==> src/rtl/mbox_pkg.sv <==
package mbox_pkg;

  localparam logic [1:0] OWNER_NONE = 2'd0;
  localparam logic [1:0] OWNER_FW   = 2'd1;
  localparam logic [1:0] OWNER_SW   = 2'd2;
  localparam logic [1:0] OWNER_BAD  = 2'd3;

  // command flag positions, counted down from the word's top bit
  localparam int CMD_FLAG_CNT    = 5;
  localparam int CMD_INTEN_OFS   = 0;  // top bit
  localparam int CMD_HOSTCTL_OFS = 1;
  localparam int CMD_SYSMGT_OFS  = 2;
  localparam int CMD_PWREVT_OFS  = 3;
  localparam int CMD_CTRL_OFS    = 4;

  // interrupt status bit positions
  localparam int INTR_EN_BIT   = 3;
  localparam int INTR_HANG_BIT = 1;

  localparam logic [7:0] RESP_ACK = 8'h80;
  localparam logic [7:0] RESP_NAK = 8'h81;

  typedef struct packed {
    logic       ownerLoad;
    logic [1:0] ownerVal;
    logic       loadDataIn;
    logic       loadCmd;
    logic       loadIntr;
    logic       postOut;
    logic       clrCtrlDest;
    logic       setHang;
  } mbox_strobe_t;

endpackage

==> src/rtl/mbox_ctrl.sv <==
module mbox_ctrl
  import mbox_pkg::*;
#(
  parameter int ADDR_W     = 3,
  parameter int OFS_OWNER  = 0,
  parameter int OFS_DATAIN = 1,
  parameter int OFS_CMD    = 3,
  parameter int OFS_INTR   = 4
) (
  input  logic              hostWrEn,
  input  logic [ADDR_W-1:0] hostAddr,
  input  logic [1:0]        ownerCode,
  input  logic [1:0]        ownerState,
  input  logic              ctrlClaimEn,
  input  logic              ctrlReleaseEn,
  input  logic              ctrlPostEn,
  input  logic              ctrlAckEn,
  input  logic              ctrlHangEn,
  output mbox_strobe_t      strobe
);

  logic       hostOwnWr;
  logic [1:0] nextOwner;
  logic       ownerTouched;

  assign hostOwnWr = hostWrEn && (hostAddr == ADDR_W'(OFS_OWNER));

  // Arbitration: host write first, then controller release/claim on top.
  always_comb begin
    nextOwner    = ownerState;
    ownerTouched = 1'b0;
    if (hostOwnWr) begin
      if (ownerCode == OWNER_NONE) begin
        nextOwner    = OWNER_NONE;
        ownerTouched = 1'b1;
      end else if (ownerCode != OWNER_BAD && ownerState == OWNER_NONE) begin
        nextOwner    = ownerCode;
        ownerTouched = 1'b1;
      end
    end
    if (ctrlReleaseEn) begin
      nextOwner    = OWNER_NONE;
      ownerTouched = 1'b1;
    end else if (ctrlClaimEn && nextOwner == OWNER_NONE) begin
      nextOwner    = OWNER_FW;
      ownerTouched = 1'b1;
    end
  end

  always_comb begin
    strobe             = '0;
    strobe.ownerLoad   = ownerTouched;
    strobe.ownerVal    = nextOwner;
    strobe.loadDataIn  = hostWrEn && (hostAddr == ADDR_W'(OFS_DATAIN));
    strobe.loadCmd     = hostWrEn && (hostAddr == ADDR_W'(OFS_CMD));
    strobe.loadIntr    = hostWrEn && (hostAddr == ADDR_W'(OFS_INTR));
    strobe.postOut     = ctrlPostEn;
    strobe.clrCtrlDest = ctrlAckEn;
    strobe.setHang     = ctrlHangEn;
  end

endmodule

==> src/rtl/mbox_dp.sv <==
module mbox_dp
  import mbox_pkg::*;
#(
  parameter int ADDR_W      = 3,
  parameter int TYPE_W      = 8,
  parameter int PAYLOAD_W   = 24,
  parameter int OFS_OWNER   = 0,
  parameter int OFS_DATAIN  = 1,
  parameter int OFS_DATAOUT = 2,
  parameter int OFS_CMD     = 3,
  parameter int OFS_INTR    = 4,
  localparam int DATA_W     = TYPE_W + PAYLOAD_W
) (
  input  logic                 clk,
  input  logic                 rstN,
  input  mbox_strobe_t         strobe,
  input  logic [ADDR_W-1:0]    hostAddr,
  input  logic [DATA_W-1:0]    hostWrData,
  input  logic [TYPE_W-1:0]    postType,
  input  logic [PAYLOAD_W-1:0] postPayload,
  output logic [DATA_W-1:0]    hostRdData,
  output logic [1:0]           ownerState,
  output logic [TYPE_W-1:0]    inType,
  output logic [PAYLOAD_W-1:0] inPayload,
  output logic                 ctrlIrq,
  output logic                 hostIrq
);

  localparam int INTEN_BIT  = DATA_W - 1 - CMD_INTEN_OFS;
  localparam int SYSMGT_BIT = DATA_W - 1 - CMD_SYSMGT_OFS;
  localparam int CTRL_BIT   = DATA_W - 1 - CMD_CTRL_OFS;

  logic [1:0]        ownerQ;
  logic [DATA_W-1:0] dataInQ;
  logic [DATA_W-1:0] dataOutQ;
  logic [DATA_W-1:0] cmdQ;
  logic [DATA_W-1:0] cmdMask;
  logic [DATA_W-1:0] cmdNext;
  logic              intrEnQ;
  logic              hangQ;

  // mask of stored command flags: the top CMD_FLAG_CNT bits
  for (genvar b = 0; b < DATA_W; b++) begin : g_mask
    if (b >= DATA_W - CMD_FLAG_CNT) begin : g_on
      assign cmdMask[b] = 1'b1;
    end else begin : g_off
      assign cmdMask[b] = 1'b0;
    end
  end

  always_comb begin
    cmdNext = cmdQ;
    if (strobe.loadCmd) cmdNext = hostWrData & cmdMask;
    if (strobe.postOut) cmdNext[SYSMGT_BIT] = 1'b1;
    if (strobe.clrCtrlDest) cmdNext[CTRL_BIT] = 1'b0;
  end

  always_ff @(posedge clk) begin
    if (!rstN) begin
      ownerQ   <= OWNER_NONE;
      dataInQ  <= '0;
      dataOutQ <= '0;
      cmdQ     <= '0;
      intrEnQ  <= 1'b0;
      hangQ    <= 1'b0;
    end else begin
      if (strobe.ownerLoad)  ownerQ   <= strobe.ownerVal;
      if (strobe.loadDataIn) dataInQ  <= hostWrData;
      if (strobe.postOut)    dataOutQ <= {postType, postPayload};
      cmdQ <= cmdNext;
      if (strobe.loadIntr) intrEnQ <= hostWrData[INTR_EN_BIT];
      if (strobe.setHang)
        hangQ <= 1'b1;
      else if (strobe.loadIntr && hostWrData[INTR_HANG_BIT])
        hangQ <= 1'b0;
    end
  end

  always_comb begin
    hostRdData = '0;
    case (hostAddr)
      ADDR_W'(OFS_OWNER):   hostRdData[1:0] = ownerQ;
      ADDR_W'(OFS_DATAIN):  hostRdData = dataInQ;
      ADDR_W'(OFS_DATAOUT): hostRdData = dataOutQ;
      ADDR_W'(OFS_CMD):     hostRdData = cmdQ;
      ADDR_W'(OFS_INTR): begin
        hostRdData[INTR_EN_BIT]   = intrEnQ;
        hostRdData[INTR_HANG_BIT] = hangQ;
      end
      default: hostRdData = '0;
    endcase
  end

  assign ownerState = ownerQ;
  assign inType     = dataInQ[DATA_W-1:PAYLOAD_W];
  assign inPayload  = dataInQ[PAYLOAD_W-1:0];
  assign ctrlIrq    = cmdQ[INTEN_BIT] & cmdQ[CTRL_BIT];
  assign hostIrq    = cmdQ[SYSMGT_BIT] | (intrEnQ & hangQ);

endmodule

==> src/rtl/host_fw_mailbox.sv <==
module host_fw_mailbox
  import mbox_pkg::*;
#(
  parameter int ADDR_W      = 3,
  parameter int TYPE_W      = 8,
  parameter int PAYLOAD_W   = 24,
  parameter int OFS_OWNER   = 0,
  parameter int OFS_DATAIN  = 1,
  parameter int OFS_DATAOUT = 2,
  parameter int OFS_CMD     = 3,
  parameter int OFS_INTR    = 4,
  localparam int DATA_W     = TYPE_W + PAYLOAD_W
) (
  input  logic                 clk,
  input  logic                 rstN,
  input  logic                 hostWrEn,
  input  logic [ADDR_W-1:0]    hostAddr,
  input  logic [DATA_W-1:0]    hostWrData,
  output logic [DATA_W-1:0]    hostRdData,
  input  logic                 ctrlClaimEn,
  input  logic                 ctrlReleaseEn,
  input  logic                 ctrlPostEn,
  input  logic [TYPE_W-1:0]    ctrlPostType,
  input  logic [PAYLOAD_W-1:0] ctrlPostPayload,
  input  logic                 ctrlAckEn,
  input  logic                 ctrlHangEn,
  output logic [TYPE_W-1:0]    ctrlInType,
  output logic [PAYLOAD_W-1:0] ctrlInPayload,
  output logic                 ctrlIrq,
  output logic                 hostIrq
);

  mbox_strobe_t strobe;
  logic [1:0]   ownerState;

  mbox_ctrl #(
    .ADDR_W(ADDR_W), .OFS_OWNER(OFS_OWNER), .OFS_DATAIN(OFS_DATAIN),
    .OFS_CMD(OFS_CMD), .OFS_INTR(OFS_INTR)
  ) ctrl_i (
    .hostWrEn     (hostWrEn),
    .hostAddr     (hostAddr),
    .ownerCode    (hostWrData[1:0]),
    .ownerState   (ownerState),
    .ctrlClaimEn  (ctrlClaimEn),
    .ctrlReleaseEn(ctrlReleaseEn),
    .ctrlPostEn   (ctrlPostEn),
    .ctrlAckEn    (ctrlAckEn),
    .ctrlHangEn   (ctrlHangEn),
    .strobe       (strobe)
  );

  mbox_dp #(
    .ADDR_W(ADDR_W), .TYPE_W(TYPE_W), .PAYLOAD_W(PAYLOAD_W),
    .OFS_OWNER(OFS_OWNER), .OFS_DATAIN(OFS_DATAIN), .OFS_DATAOUT(OFS_DATAOUT),
    .OFS_CMD(OFS_CMD), .OFS_INTR(OFS_INTR)
  ) dp_i (
    .clk        (clk),
    .rstN       (rstN),
    .strobe     (strobe),
    .hostAddr   (hostAddr),
    .hostWrData (hostWrData),
    .postType   (ctrlPostType),
    .postPayload(ctrlPostPayload),
    .hostRdData (hostRdData),
    .ownerState (ownerState),
    .inType     (ctrlInType),
    .inPayload  (ctrlInPayload),
    .ctrlIrq    (ctrlIrq),
    .hostIrq    (hostIrq)
  );

endmodule

==> config.mk <==
export PLATFORM = sky130hd
export DESIGN_NAME = host_fw_mailbox
export DESIGN_NICKNAME = d
export VERILOG_FILES = /design/src/rtl/mbox_pkg.sv /design/src/rtl/mbox_ctrl.sv /design/src/rtl/mbox_dp.sv /design/src/rtl/host_fw_mailbox.sv
export SDC_FILE = /design/constraint.sdc
export NUM_CORES = 1
export LEC_CHECK = 0
export CORE_MARGIN = 3
export CORE_UTILIZATION = 56
export CTS_CLUSTER_SIZE = 30
export DETAILED_ROUTE_END_ITERATION = 6
export DONT_BUFFER_PORTS = 1
export HOLD_SLACK_MARGIN = 0.1
export PLACE_DENSITY = 0.74
export SYNTH_ARGS = -nofsm -noshare
export SYNTH_HDL_FRONTEND = slang
export SYNTH_SLANG_ARGS = --single-unit
==> constraint.sdc <==
create_clock -name clk -period 1.2 [get_ports clk]
set_clock_uncertainty 0.1 [all_clocks]
set_input_delay 0.06 -clock clk [delete_from_list [all_inputs] [get_ports clk]]
set_output_delay 0.06 -clock clk [all_outputs]
set_load 0.01 [all_outputs]
# Word level (Yosys, flattened, before mapping)

Cells that the tools add are included.
W data, S select, Z words.

Logic and storage cells: 50
Output and inout port bits: 66
Register bits after elaboration: 73

Reductions and logical operators: 14
Multiplexer cells: 19
Equal/unequal tests: 5
Bitwise gates (word level): 4

Operator list:

| kind                 | number |
|---|---|
| $pmux W28 S3         | 1 |
| $mux W30             | 1 |
| $mux W2              | 5 |
| $mux W1              | 8 |
| $logic_and A1 B1 Y1  | 7 |
| $eq A3 B2 Y1 const B | 2 |
| $logic_not A2 Y1     | 3 |
| $pmux W1 S3          | 2 |
| $pmux W1 S4          | 1 |
| $reduce_bool A2 Y1   | 2 |
| $eq A3 B1 Y1 const B | 1 |
| $eq A3 B3 Y1 const B | 1 |
| $logic_not A3 Y1     | 1 |
| $and A1 B1 Y1        | 2 |
| $ne A2 B2 Y1 const B | 1 |
| $pmux W1 S2          | 1 |
| $reduce_or A2 Y1     | 1 |
| $not A1 Y1           | 1 |
| $or A1 B1 Y1         | 1 |

# Depth between registers and ports, before layout

Depth in word-level cells: 9
Depth in mapped cells: 6
Mapped depth without buffers: 3

# Modules after synthesis

A second synthesis with hierarchy kept.

Cell total of the unflattened synthesis: 324
Area, all modules: 3449.6 um2

Modules (own cells, without submodules):

| module    | area each (um2) | times used | cells an instance | seq. area each (um2) |
|---|---|---|---|---|
| mbox_dp   | 3288.2          | 1          | 301               | 1461.4 |
| mbox_ctrl | 161.4           | 1          | 23                | 0.0 |

# Least setup slack after synthesis

Ideal clock, no wire load.

Path kind: input to register
Start: input hostAddr[0]
End: register dp_i.ownerQ[1], in the netlist dp_i.ownerState[1]
Data required time: 1014 ps
Data arrival time: 1164 ps
Path slack: -149 ps
Stages on the path: 4
Buffers on the path: 1
Cells stage by stage: buf_6 -> or4b_4 -> or3_1 -> a211oi_1

Word-level cells in the longest chain between the ends: 7
Elaborated cells between the ends (all ways): 10
Those cells by class: 6 x mux; 4 x reduce/logical

RTL lines:

| what                               | RTL line              | source |
|---|---|---|
| from (decl)                        | host_fw_mailbox.sv:17 | `input logic [ADDR_W-1:0] hostAddr,` |
| $logic_not A3 Y1 *                 | mbox_ctrl.sv:26       | `assign hostOwnWr = hostWrEn && (hostAddr == ADDR_W'(OFS_OWNER));` |
| $logic_and A1 B1 Y1 *              | mbox_ctrl.sv:26       |  |
| $mux W2                            | mbox_ctrl.sv:32       | `if (hostOwnWr) begin` |
| $logic_not A2 Y1                   | mbox_ctrl.sv:44       | `end else if (ctrlClaimEn && nextOwner == OWNER_NONE) begin` |
| $logic_and A1 B1 Y1                | mbox_ctrl.sv:44       |  |
| $mux W2 or $mux W1 (tied branches) | mbox_ctrl.sv:44       |  |
| $mux W2 or $mux W1 (tied branches) | mbox_ctrl.sv:41       | `if (ctrlReleaseEn) begin` |
| to (signal assigned)               | mbox_dp.sv:67         | `if (strobe.ownerLoad) ownerQ <= strobe.ownerVal;` |
| to (decl)                          | mbox_dp.sv:33         | `logic [1:0] ownerQ;` |

Every way passes the cells marked *; elsewhere a longest branch is shown, timed or not.
A chain may end at the register's enable or synchronous reset.

# Final worst setup path

Start: register dp_i.cmdQ[31]
End: output hostRdData[31]

Word-level cells in the longest chain between the ends: 1

RTL lines:

| what                   | RTL line              | source |
|---|---|---|
| from (decl)            | mbox_dp.sv:36         | `logic [DATA_W-1:0] cmdQ;` |
| from (signal assigned) | mbox_dp.sv:70         | `cmdQ <= cmdNext;` |
| $pmux W28 S3           | mbox_dp.sv:81         | `case (hostAddr)` |
| to (decl)              | host_fw_mailbox.sv:19 | `output logic [DATA_W-1:0] hostRdData,` |

No other way between the ends.

==> flow_metrics.py <==
metrics = {
    "timing": {
        "worstMarginPinSlew_ns": 0.5233,
        "slew_headroom_pct": 65.04,
        "finalSetupViolations": 9,
        "rsz0062_at_grt": "true",
        "period_needed_ns": 1.318,
        "fin_ws_ns": -0.1177,
        "fmax_mhz": 758.9,
        "hold_viol": 72,
        "drv_slew": 0,
        "fin_hold_ws_ns": -0.2516,
        "post-route-period-util_pct": 109.8,
    },
    "clocking": {
        "root_buffer": "clkbuf_8",
        "clock_sinks": 73,
        "ctsHoldBuffers": 39,
        "cts_max_level": 3,
        "cts_tree": "built",
        "cts.path.max_buffers": 2,
        "numCtsBuffers": 9,
        "insertion_delay_ns": 0.33,
        "clk_pin_slew_ns": 0.08,
    },
    "routing": {
        "ant_nets": 0,
        "first_pass_iters": 4,
        "vias": 2668,
        "wirelength_mm": 8.747,
        "avgRoutedWirePerCell_um": 18.57,
        "drc_errors": 0,
        "drtIter0Drc": 167,
        "viasPerCell": 5.665,
    },
    "worst_setup_path": {
        "rr_startpoint": "dp_i.ownerState[0]",
        "critPathTopFamily": "flip-flops",
        "crit_chain": "mux2_2 -> a22oi_2 -> nor2_2",
        "setup.worst_path.start_class": "register",
        "path_max_fanout": 2,
        "slowest_delay_ns": 0.33,
        "crit_type": "reg -> out",
        "crit_buf_inv": 0,
        "end_kind": "output pin",
        "worstPathRequired_ns": 1.04,
        "crit_arrival_ns": 1.16,
        "critPathLaunch": "dp_i.cmdQ[31]",
        "crit_path_top_delay_cell": "dfxtp_2",
    },
    "yosys": {
        "yosysTopAreaCell": "dfxtp_1",
        "synth.avg_cell_area_um2": 9.391,
        "syn_area_mm2": 0.003287,
        "yosysSeqAreaShare_pct": 44.46,
        "synth_edf_count": 0,
        "synthTopCellsByArea": "dfxtp_1, mux2i_1, nand2_1",
        "synthCells": 350,
        "yosysTopAreaCellShare_pct": 44.46,
        "ys_warn_count": 0,
        "ys.flop_type": "dfxtp_1",
        "synth-async-reset-ratio_pct": 0,
        "synth_cell_types": 34,
        "ys_ff_latch": 73,
        "synth.net_count": 425,
    },
    "outcome": {
        "status": "finished, violations left",
        "violations": "hold timing, setup timing",
    },
    "grt": {
        "grt_pass1_wl_mm": 12.48,
        "overflow": 0,
        "antenna_found_initial": 0,
        "grt_pass1_vias": 2499,
        "grt_max_degree": 73,
        "grt_use_total_pct": 24.15,
    },
    "cells_and_area": {
        "fin_area_mm2": 0.004248,
        "num_antenna_cells": 0,
        "final_common_cell": "nand2_1",
        "layout_common_cells": "nand2_1, dfxtp_1, nor2b_1, mux2i_1, dlygate4sd3_1",
        "nNetsFinal": 469,
        "syn_to_final_growth_pct": 29.23,
        "finalNonFillerCells": 471,
        "drive_above_1_share_pct": 22.56,
    },
    "placement": {
        "placedInstanceArea_mm2": 0.003407,
        "placed_cells": 405,
        "io_buffers": 0,
        "dp_hpwl_mm": 5.199,
        "gp_congestion": 0.7747,
    },
    "die": {
        "core_area_mm2": 0.005608,
        "start_util_pct": 58.61,
        "row_count": 27,
        "dieWidth_um": 82.61,
        "fp.dieArea_mm2": 0.006824,
        "ios": 141,
        "dieHeight_um": 82.61,
    },
    "pwr": {
        "power_density_mw_per_mm2": 1221,
        "p_leak_nw": 1.649,
        "ir_drop_uv": 903.7,
    },
    "job": {
        "drv_cap": 0,
    },
    "min_path": {
        "hp-class": "in -> reg",
        "min_from": "rstN",
    },
}
-- Yosys cell counts, types with 2 or more instances --
master / number
a21boi_1: 5
buf_2: 8
a21boi_0: 28
dfxtp_1: 73
nand2_1: 67
nor3b_1: 2
o21a_1: 2
inv_1: 2
mux2i_1: 38
nand3b_1: 2
a22oi_1: 5
mux2_2: 7
a211oi_1: 3
a21oi_1: 2
nor2_1: 5
nor2b_1: 39
nor4bb_1: 2
clkbuf_1: 19
a22o_1: 25
o21ai_0: 2
-- cells by family after synthesis --
| family | Yosys count | synth area share [%] |
|---|---|---|
| flip-flops | 73 | 44.46 |
| AND/OR/NAND/NOR | 127 | 19.83 |
| multiplexers | 45 | 13.97 |
| AO/OA/AOI/OAI | 75 | 17.78 |
| buffers and inverters | 30 | 3.959 |
-- cell type report --
type | instances | area (um^2)
clock inverter | 5 | 78.83
clock buffer | 11 | 141.4
tap | 72 | 90.09
fill | 383 | 1360
multi-input combinational | 247 | 1808
timing repair buffer | 61 | 628.1
inverter | 2 | 7.507
sequential | 73 | 1494
-- worst reg2reg max path, cell delays in order (launching register included) --
cell and delay (ns):
dfxtp_4 0.36, buf_4 0.14, or3_1 0.39, a211oi_2 0.17
-- state kept, by name, summed over array words and instances (netlist names) --
| name | cells |
|---|---|
| dp_i.cmdQ | 5 |
| dp_i.dataInQ | 32 |
| dp_i.dataOutQ | 32 |
| dp_i.hangQ | 1 |
| dp_i.intrEnQ | 1 |
| dp_i.ownerState | 2 |
-- metrics by stage --
stage	power, W	hold WS [ns]	worst slack (ns)	setup TNS (ns)	util (%)
CTS	0.005196	-0.2610	-0.1274	-0.8503	73.14
floorplan	0.002960	0.03615	-0.1203	-2.041	-
detailed placement	0.002980	0.04080	-0.09466	-0.1853	60.75
global placement	0.002968	0.03888	-0.05567	-0.1113	60.75
finish	0.005188	-0.2516	-0.1177	-0.7876	75.75
global route	0.005403	-0.2625	-0.1915	-1.280	75.75
-- worst paths after layout --
path / depth (start not counted) / to / slack (ns)
setup / recovery: 3 / hostRdData[31] / -0.12
hold / removal: 1 / dp_i.cmdQ[29] / -0.25
setup reg to reg: 3 / dp_i.ownerState[1] / -0.04
hold reg to reg: 2 / dp_i.dataInQ[14] / 0.40
-- timing repair --
action / in CTS / in global routing
cloned: 0 / 2
pin swaps: 7 / 6
gates resized for setup: 24 / 24
buffers inserted: 3 / 7
setup endpoints to repair: 9 / 25
hold endpoints to repair: 79 / 79
-- layer usage --
metal	wire (um)	vias to the layer above	track usage [%]	part of all wire, %
met4	115	0	9.477	1.3
li1	-	1296	-	-
met3	749	11	8.677	8.6
met2	4338	103	38.86	50
met1	3544	1258	29.38	41
met5	0	-	0	0
-- where the power goes --
part           switching, W  leakage, nW  internal (W)
clock              0.000885        0.113       0.00123
combinational      0.000184        0.927      0.000300
sequential        0.0000718        0.608       0.00252
total               0.00114         1.65       0.00405
(Power assumes the default switching activity.)
